==> src/rtl/srcsel_pkg.sv <==
package srcsel_pkg;

    typedef enum logic [1:0] {
        SRC_BAT = 2'd0,
        SRC_AC  = 2'd1,
        SRC_USB = 2'd2,
        SRC_GAP = 2'd3
    } src_e;

    typedef enum logic [1:0] {
        LIM_OFF = 2'd0,
        LIM_100 = 2'd1,
        LIM_500 = 2'd2,
        LIM_ADP = 2'd3
    } ilim_e;

    function automatic logic is_input_path(src_e s);
        return (s == SRC_AC) || (s == SRC_USB);
    endfunction

endpackage

==> src/rtl/srcsel_boot_timer.sv <==
module srcsel_boot_timer #(
    parameter int BOOT_MS = 150
) (
    input  logic clk,
    input  logic rst_n,
    input  logic ms_tick,
    input  logic in_present,
    input  logic src_sel_ac,
    output logic boot_act
);
    localparam int BW = $clog2(BOOT_MS + 1);

    typedef struct packed {
        logic          prev;
        logic [BW-1:0] cnt;
    } boot_s;

    boot_s bt_d, bt_q;
    logic  rise;

    always_comb begin
        bt_d      = bt_q;
        rise      = in_present && !bt_q.prev;
        bt_d.prev = in_present;
        if (!in_present || src_sel_ac) begin
            bt_d.cnt = '0;
        end else if (rise) begin
            bt_d.cnt = BW'(BOOT_MS);
        end else if (ms_tick && (bt_q.cnt != '0)) begin
            bt_d.cnt = bt_q.cnt - 1'b1;
        end
        boot_act = in_present && !src_sel_ac && (rise || (bt_q.cnt != '0));
    end

    always_ff @(posedge clk or negedge rst_n) begin
        if (!rst_n) bt_q <= '0;
        else        bt_q <= bt_d;
    end

    // with input held and the window closed, no new window opens
    a_r5_no_rearm: assert property (@(posedge clk) disable iff (!rst_n)
        (bt_q.prev && in_present && (bt_q.cnt == '0)) |=> (bt_q.cnt == '0))
        else $error("boot window re-armed");

    // window never runs once input is gone
    a_r4_window_needs_input: assert property (@(posedge clk) disable iff (!rst_n)
        !in_present |=> (bt_q.cnt == '0))
        else $error("boot window survived input loss");

endmodule

==> src/rtl/srcsel_sleep_filter.sv <==
module srcsel_sleep_filter #(
    parameter int SLEEP_DGL = 23
) (
    input  logic clk,
    input  logic rst_n,
    input  logic ms_tick,
    input  logic in_low_cmp,
    output logic sleep_decl
);
    localparam int SW = $clog2(SLEEP_DGL + 1);

    typedef struct packed {
        logic          decl;
        logic [SW-1:0] cnt;
    } slp_s;

    slp_s sl_d, sl_q;

    always_comb begin
        sl_d = sl_q;
        if (!in_low_cmp) begin
            sl_d.cnt  = '0;
            sl_d.decl = 1'b0;
        end else if (ms_tick && !sl_q.decl) begin
            if (sl_q.cnt == SW'(SLEEP_DGL - 1)) sl_d.decl = 1'b1;
            else                                sl_d.cnt  = sl_q.cnt + 1'b1;
        end
    end

    always_ff @(posedge clk or negedge rst_n) begin
        if (!rst_n) sl_q <= '0;
        else        sl_q <= sl_d;
    end

    assign sleep_decl = sl_q.decl;

    // a declared sleep always follows an asserted comparator
    a_r8_decl_follows_cmp: assert property (@(posedge clk) disable iff (!rst_n)
        sl_q.decl |-> $past(in_low_cmp))
        else $error("sleep declared without comparator");

endmodule

==> src/rtl/srcsel_path_seq.sv <==
module srcsel_path_seq
    import srcsel_pkg::*;
#(
    parameter int DEAD_CYC = 2
) (
    input  logic  clk,
    input  logic  rst_n,
    input  src_e  tgt_src,
    input  ilim_e tgt_lim,
    input  logic  tgt_half,
    output src_e  cur_src,
    output ilim_e cur_lim,
    output logic  cur_half
);
    localparam int DW = $clog2(DEAD_CYC + 1);

    typedef struct packed {
        src_e          src;
        logic [DW-1:0] gap;
        ilim_e         lim;
        logic          half;
    } seq_s;

    seq_s sq_d, sq_q;

    always_comb begin
        sq_d = sq_q;
        if (sq_q.src == SRC_GAP) begin
            if (tgt_src == SRC_BAT)   sq_d.src = SRC_BAT;
            else if (sq_q.gap == '0)  sq_d.src = tgt_src;
            else                      sq_d.gap = sq_q.gap - 1'b1;
        end else if (tgt_src != sq_q.src) begin
            if (is_input_path(sq_q.src) && is_input_path(tgt_src)) begin
                sq_d.src = SRC_GAP;
                sq_d.gap = DW'(DEAD_CYC - 1);
            end else begin
                sq_d.src = tgt_src;
            end
        end
        if (sq_d.src == tgt_src) begin
            sq_d.lim  = tgt_lim;
            sq_d.half = tgt_half;
        end else begin
            sq_d.lim  = LIM_OFF;
            sq_d.half = 1'b0;
        end
    end

    always_ff @(posedge clk or negedge rst_n) begin
        if (!rst_n) sq_q <= '{src: SRC_BAT, gap: '0, lim: LIM_OFF, half: 1'b0};
        else        sq_q <= sq_d;
    end

    assign cur_src  = sq_q.src;
    assign cur_lim  = sq_q.lim;
    assign cur_half = sq_q.half;

    // adapter path never hands straight to USB path and vice versa
    a_r9_ac_not_to_usb: assert property (@(posedge clk) disable iff (!rst_n)
        (sq_q.src == SRC_AC) |=> (sq_q.src != SRC_USB))
        else $error("adapter to USB without gap");
    a_r9_usb_not_to_ac: assert property (@(posedge clk) disable iff (!rst_n)
        (sq_q.src == SRC_USB) |=> (sq_q.src != SRC_AC))
        else $error("USB to adapter without gap");

endmodule

==> src/rtl/srcsel_ctrl.sv <==
module srcsel_ctrl
    import srcsel_pkg::*;
#(
    parameter int BOOT_MS   = 150,
    parameter int SLEEP_DGL = 23,
    parameter int DEAD_CYC  = 2
) (
    input  logic       clk,
    input  logic       rst_n,
    input  logic       ms_tick,
    input  logic       src_sel_ac,
    input  logic       chg_en,
    input  logic       rate_sel,
    input  logic       in_present,
    input  logic       in_low_cmp,
    output logic       ac_sw_en,
    output logic       usb_sw_en,
    output logic       bat_sw_en,
    output logic [1:0] ilim_code,
    output logic       half_rate,
    output logic       pgood_n
);
    typedef struct packed {
        logic pg_n;
    } top_s;

    top_s  tp_d, tp_q;
    logic  boot_act, sleep_decl, usable;
    src_e  tgt_src, cur_src;
    ilim_e tgt_lim, cur_lim;
    logic  tgt_half, cur_half;

    srcsel_boot_timer #(.BOOT_MS(BOOT_MS)) u_boot (
        .clk(clk), .rst_n(rst_n), .ms_tick(ms_tick),
        .in_present(in_present), .src_sel_ac(src_sel_ac), .boot_act(boot_act)
    );

    srcsel_sleep_filter #(.SLEEP_DGL(SLEEP_DGL)) u_sleep (
        .clk(clk), .rst_n(rst_n), .ms_tick(ms_tick),
        .in_low_cmp(in_low_cmp), .sleep_decl(sleep_decl)
    );

    always_comb begin
        usable   = in_present && !in_low_cmp;
        tgt_src  = SRC_BAT;
        tgt_lim  = LIM_OFF;
        tgt_half = 1'b0;
        if (usable) begin
            if (boot_act) begin
                tgt_src = SRC_USB;
                tgt_lim = LIM_100;
            end else if (chg_en) begin
                if (src_sel_ac) begin
                    tgt_src  = SRC_AC;
                    tgt_lim  = LIM_ADP;
                    tgt_half = !rate_sel;
                end else begin
                    tgt_src = SRC_USB;
                    tgt_lim = rate_sel ? LIM_500 : LIM_100;
                end
            end
        end
        tp_d      = tp_q;
        tp_d.pg_n = !(in_present && !sleep_decl);
    end

    always_ff @(posedge clk or negedge rst_n) begin
        if (!rst_n) tp_q <= '{pg_n: 1'b1};
        else        tp_q <= tp_d;
    end

    srcsel_path_seq #(.DEAD_CYC(DEAD_CYC)) u_seq (
        .clk(clk), .rst_n(rst_n),
        .tgt_src(tgt_src), .tgt_lim(tgt_lim), .tgt_half(tgt_half),
        .cur_src(cur_src), .cur_lim(cur_lim), .cur_half(cur_half)
    );

    assign ac_sw_en  = (cur_src == SRC_AC);
    assign usb_sw_en = (cur_src == SRC_USB);
    assign bat_sw_en = (cur_src == SRC_BAT) || (cur_src == SRC_GAP);
    assign ilim_code = cur_lim;
    assign half_rate = cur_half;
    assign pgood_n   = tp_q.pg_n;

    // absent input hands the rail to the battery next cycle
    a_r3_battery_when_absent: assert property (@(posedge clk) disable iff (!rst_n)
        !in_present |=> (bat_sw_en && !ac_sw_en && !usb_sw_en))
        else $error("input path on without input");

    // comparator drop moves the rail at once
    a_r7_immediate_transfer: assert property (@(posedge clk) disable iff (!rst_n)
        in_low_cmp |=> (!ac_sw_en && !usb_sw_en))
        else $error("input path on during low input");

    // USB path opened during the window carries the 100 mA limit
    a_r4_boot_limit: assert property (@(posedge clk) disable iff (!rst_n)
        ($past(boot_act) && usb_sw_en) |-> (ilim_code == LIM_100))
        else $error("boot window limit wrong");

    // declared sleep releases power-good
    a_r8_pg_released: assert property (@(posedge clk) disable iff (!rst_n)
        sleep_decl |=> pgood_n)
        else $error("power-good held in sleep");

endmodule

==> config.mk <==
export PLATFORM = sky130hd
export DESIGN_NAME = srcsel_ctrl
export DESIGN_NICKNAME = d
export VERILOG_FILES = /design/src/rtl/srcsel_pkg.sv /design/src/rtl/srcsel_boot_timer.sv /design/src/rtl/srcsel_sleep_filter.sv /design/src/rtl/srcsel_path_seq.sv /design/src/rtl/srcsel_ctrl.sv
export SDC_FILE = /design/constraint.sdc
export NUM_CORES = 1
export LEC_CHECK = 0
export BUFFER_PORTS_ARGS = -buffer_cell sky130_fd_sc_hd__buf_2
export CORE_ASPECT_RATIO = 1.5
export CORE_UTILIZATION = 30
export DETAILED_ROUTE_END_ITERATION = 6
export PLACE_DENSITY = 0.45
export SYNTH_ARGS = -nofsm -noshare
export SYNTH_HDL_FRONTEND = slang
export SYNTH_SLANG_ARGS = --single-unit
==> constraint.sdc <==
create_clock -name clk -period 7.6 [get_ports clk]
set_input_delay 1.52 -clock clk [delete_from_list [all_inputs] [get_ports clk]]
set_output_delay 1.52 -clock clk [all_outputs]
set_load 0.01 [all_outputs]
==> flow_metrics.py <==
metrics = {
    "outcome": {
        "status": "complete, but fails checks",
        "violations": "DRC",
    },
    "sta": {
        "setup_viol": 0,
        "rsz0062_at_grt": "no",
        "slew_viol_final": 0,
        "max_freq_mhz": 292,
        "finalCritPeriodShare_pct": 45.0,
        "clock_skew_ns": 0.00441,
        "slew_headroom_pct": 60.6,
        "whs_ns": 0.508,
        "tightest_slew_ns": 0.590,
        "finalSetupTns_ns": 0,
        "final.min_clock_period_ns": 3.42,
        "hold_violations": 0,
    },
    "yosys": {
        "yosysUniqueCellTypes": 41,
        "yosys-top-cells-area": "dfrtp_1, ha_1, xnor2_1",
        "synth_seq_cells": 23,
        "yosys.area.top_type_share_pct": 39.2,
        "syn-num-nets": 158,
        "yosysTopAreaCell": "dfrtp_1",
        "synth_edf_count": 0,
        "synth_ff_type": "dfrtp_1",
        "synth_area_um2": 1400,
        "synth_area_per_cell_um2": 9.89,
        "ys_seq_area_share_pct": 41.1,
        "synth_warnings": 0,
        "async_reset_ff_share_pct": 100,
        "syn_inst": 142,
    },
    "clocking": {
        "cts_resized": 0,
        "insertion_delay_ns": 0.26,
        "cts-root-buf": "clkbuf_8",
        "cts_tree": "built",
        "numCtsBuffers": 3,
        "clkTransAtPathRegs_ns": 0.08,
        "postCtsSetupRepairBufs": 0,
        "cts_max_level": 1,
        "cts_hold_buf": 0,
        "cts_max_path_buffers": 2,
        "cts_sinks": 23,
    },
    "min_path": {
        "hold_depth": 1,
        "hp-class": "reg2reg",
        "hold_end": "pgood_n$_DFF_PN1_",
        "min_from": "u_sleep.sleep_decl$_DFFE_PN0P_",
    },
    "grt": {
        "grt_overflow_total": 0,
        "grt_use_met1_pct": 15.0,
        "track_usage_pct": 13.6,
        "met3_usage_pct": 1.96,
        "grt_pass1_wl_um": 5180,
        "grt_max_degree": 24,
        "busiest_layer": "met2",
        "globalRouteMet2Util_pct": 25.6,
        "antenna_found_initial": 0,
        "first_global_vias": 1127,
    },
    "detailed_routing": {
        "drt_iter0_drc": 26,
        "routed_wl_um": 2890,
        "drc_errors": 1,
        "drt-wirelength-per-cell_um": 14.1,
        "via_count": 1042,
        "avgViaCountPerCell": 5.08,
        "drt_first_pass_iters": 6,
        "antenna_left": 0,
    },
    "cells_and_area": {
        "fin_area_um2": 1560,
        "finalNetCount": 174,
        "fin_util_pct": 34.6,
        "antennaDiodeCount": 0,
        "area_growth_pct": 10.9,
        "drive_above_1_share_pct": 15.9,
    },
    "critical_path": {
        "r2r-end": "u_seq.cur_lim[0]$_DFF_PN0_",
        "required_ns": 7.74,
        "r2r_cells": 8,
        "cp-end-kind": "register",
        "crit_path_start_kind": "input port",
        "reg2reg_setup_slack_ns": 4.68,
        "cp.arrival_ns": 3.57,
        "critPathKind": "in2reg",
        "setup.worst_path.start": "in_present",
        "r2r_start": "u_boot.bt_q[0]$_DFFE_PN0P_",
        "crit_fanout": 7,
    },
    "die": {
        "dieArea_um2": 4960,
        "start_util_pct": 31.2,
        "die_w_um": 57.9,
        "row_count": 30,
        "core_um2": 4500,
        "num_io_pins": 15,
        "dieHeight_um": 85.8,
    },
    "place": {
        "portBuffers": 14,
        "placed_area_um2": 1510,
        "post-dp-hpwl_um": 2260,
        "gp_congestion": 0.843,
    },
    "power_and_ir_drop": {
        "vdd_ir_drop_max_uv": 61.3,
        "p_leak_nw": 0.708,
        "power_density_nw_per_um2": 161,
    },
    "run": {
        "maxCapViolations": 0,
    },
}
## power by group
group | switching, mW | internal [mW] | leakage, nW | total [mW]
Clock | 0.0380 | 0.0374 | 0.0228 | 0.0754
Combinational | 0.0242 | 0.0179 | 0.381 | 0.0422
Sequential | 0.00534 | 0.127 | 0.304 | 0.133
Total | 0.0675 | 0.183 | 0.708 | 0.250
## cell type report
class / count / area, um^2
well taps: 48 / 60.1
fillers: 473 / 2950
clock buffers: 4 / 45.0
multi-input cells: 105 / 763
flip-flops and latches: 23 / 577
repair buffers: 14 / 70.1
inverters: 11 / 41.3
## sequential cells by signal (all words and copies together) (netlist names)
name and cells:
u_boot.bt_q 9, u_sleep.sleep_decl 1, u_seq.cur_src 2, u_seq.sq_q 2
u_seq.cur_lim 2, u_sleep.sl_q 5, u_seq.cur_half 1, pgood_n 1
## how the worst max path moves through the flow
stage                                 end  depth (start not counted)
2_1_floorplan  u_seq.cur_lim[0]$_DFF_PN0_                          6
3_3_place_gp   u_seq.cur_lim[0]$_DFF_PN0_                          7
3_5_place_dp   u_seq.cur_lim[0]$_DFF_PN0_                          7
4_1_cts        u_seq.cur_lim[0]$_DFF_PN0_                          7
5_1_grt        u_seq.cur_lim[0]$_DFF_PN0_                          7
6_report       u_seq.cur_lim[0]$_DFF_PN0_                          7
## cells in the mapped netlist (2+ instances only)
cell type,count
nand4b_1,2
nor2b_1,4
xnor2_1,10
buf_4,3
nor3b_1,3
a21oi_1,7
and2_1,6
a31oi_1,3
dfrtp_1,22
inv_1,11
nand2b_1,5
nand2_1,8
a21o_1,2
ha_1,8
nand3b_1,2
nor4_1,2
nand3_1,3
o21ai_0,6
nor2_1,13
## critical path: stages
cell and delay [ns]:
buf_2 0.14, nor3b_1 0.38, o31ai_4 0.19, ha_1 0.30, nor3b_1 0.50, o22ai_2 0.18
o311a_1 0.36
## through the flow
| step | setup slack [ns] | power (mW) | cells |
|---|---|---|---|
| after global routing | 4.00 | 0.267 | 205 |
| final | 4.18 | 0.250 | 205 |
| after global placement | 4.01 | 0.177 | 201 |
| after CTS | 4.18 | 0.255 | 205 |
| after floorplan | 4.27 | 0.164 | 142 |
| after detailed placement | 3.90 | 0.178 | 201 |
## routing by layer
layer,vias to the layer above,part of all wire [%]
met5,-,0
met4,0,1.6
met3,5,2.4
met2,14,56
met1,494,40
li1,529,-
## kinds of logic after synthesis
kind of cell               count (synthesis)  synth area share [%]
AOI/OAI and AO/OA                         29                  16.0
xor gates and xnor gates                  11                  6.86
adders and majority gates                  8                  7.13
buffers and inverters                     14                  4.55
DFF                                       23                  41.1
muxes                                      1                  1.07
and+or+nand+nor                           56                  23.3
## layout by cell type, fill, tap and decap left out, drive strengths merged, types with 2 or more instances in the layout
cell type and count:
xnor2 10, buf 14, dfrtp 22, nor4 3
nand3 3, inv 11, nor3b 3, nor2b 4
a31oi 3, nand2 8, nand3b 2, nand2b 5
a21o 2, o21ai 7, and2 6, nand4b 2
clkbuf 4, nor2 13, ha 8, a21oi 7
Note: power is estimated with default switching activity, not from simulation.
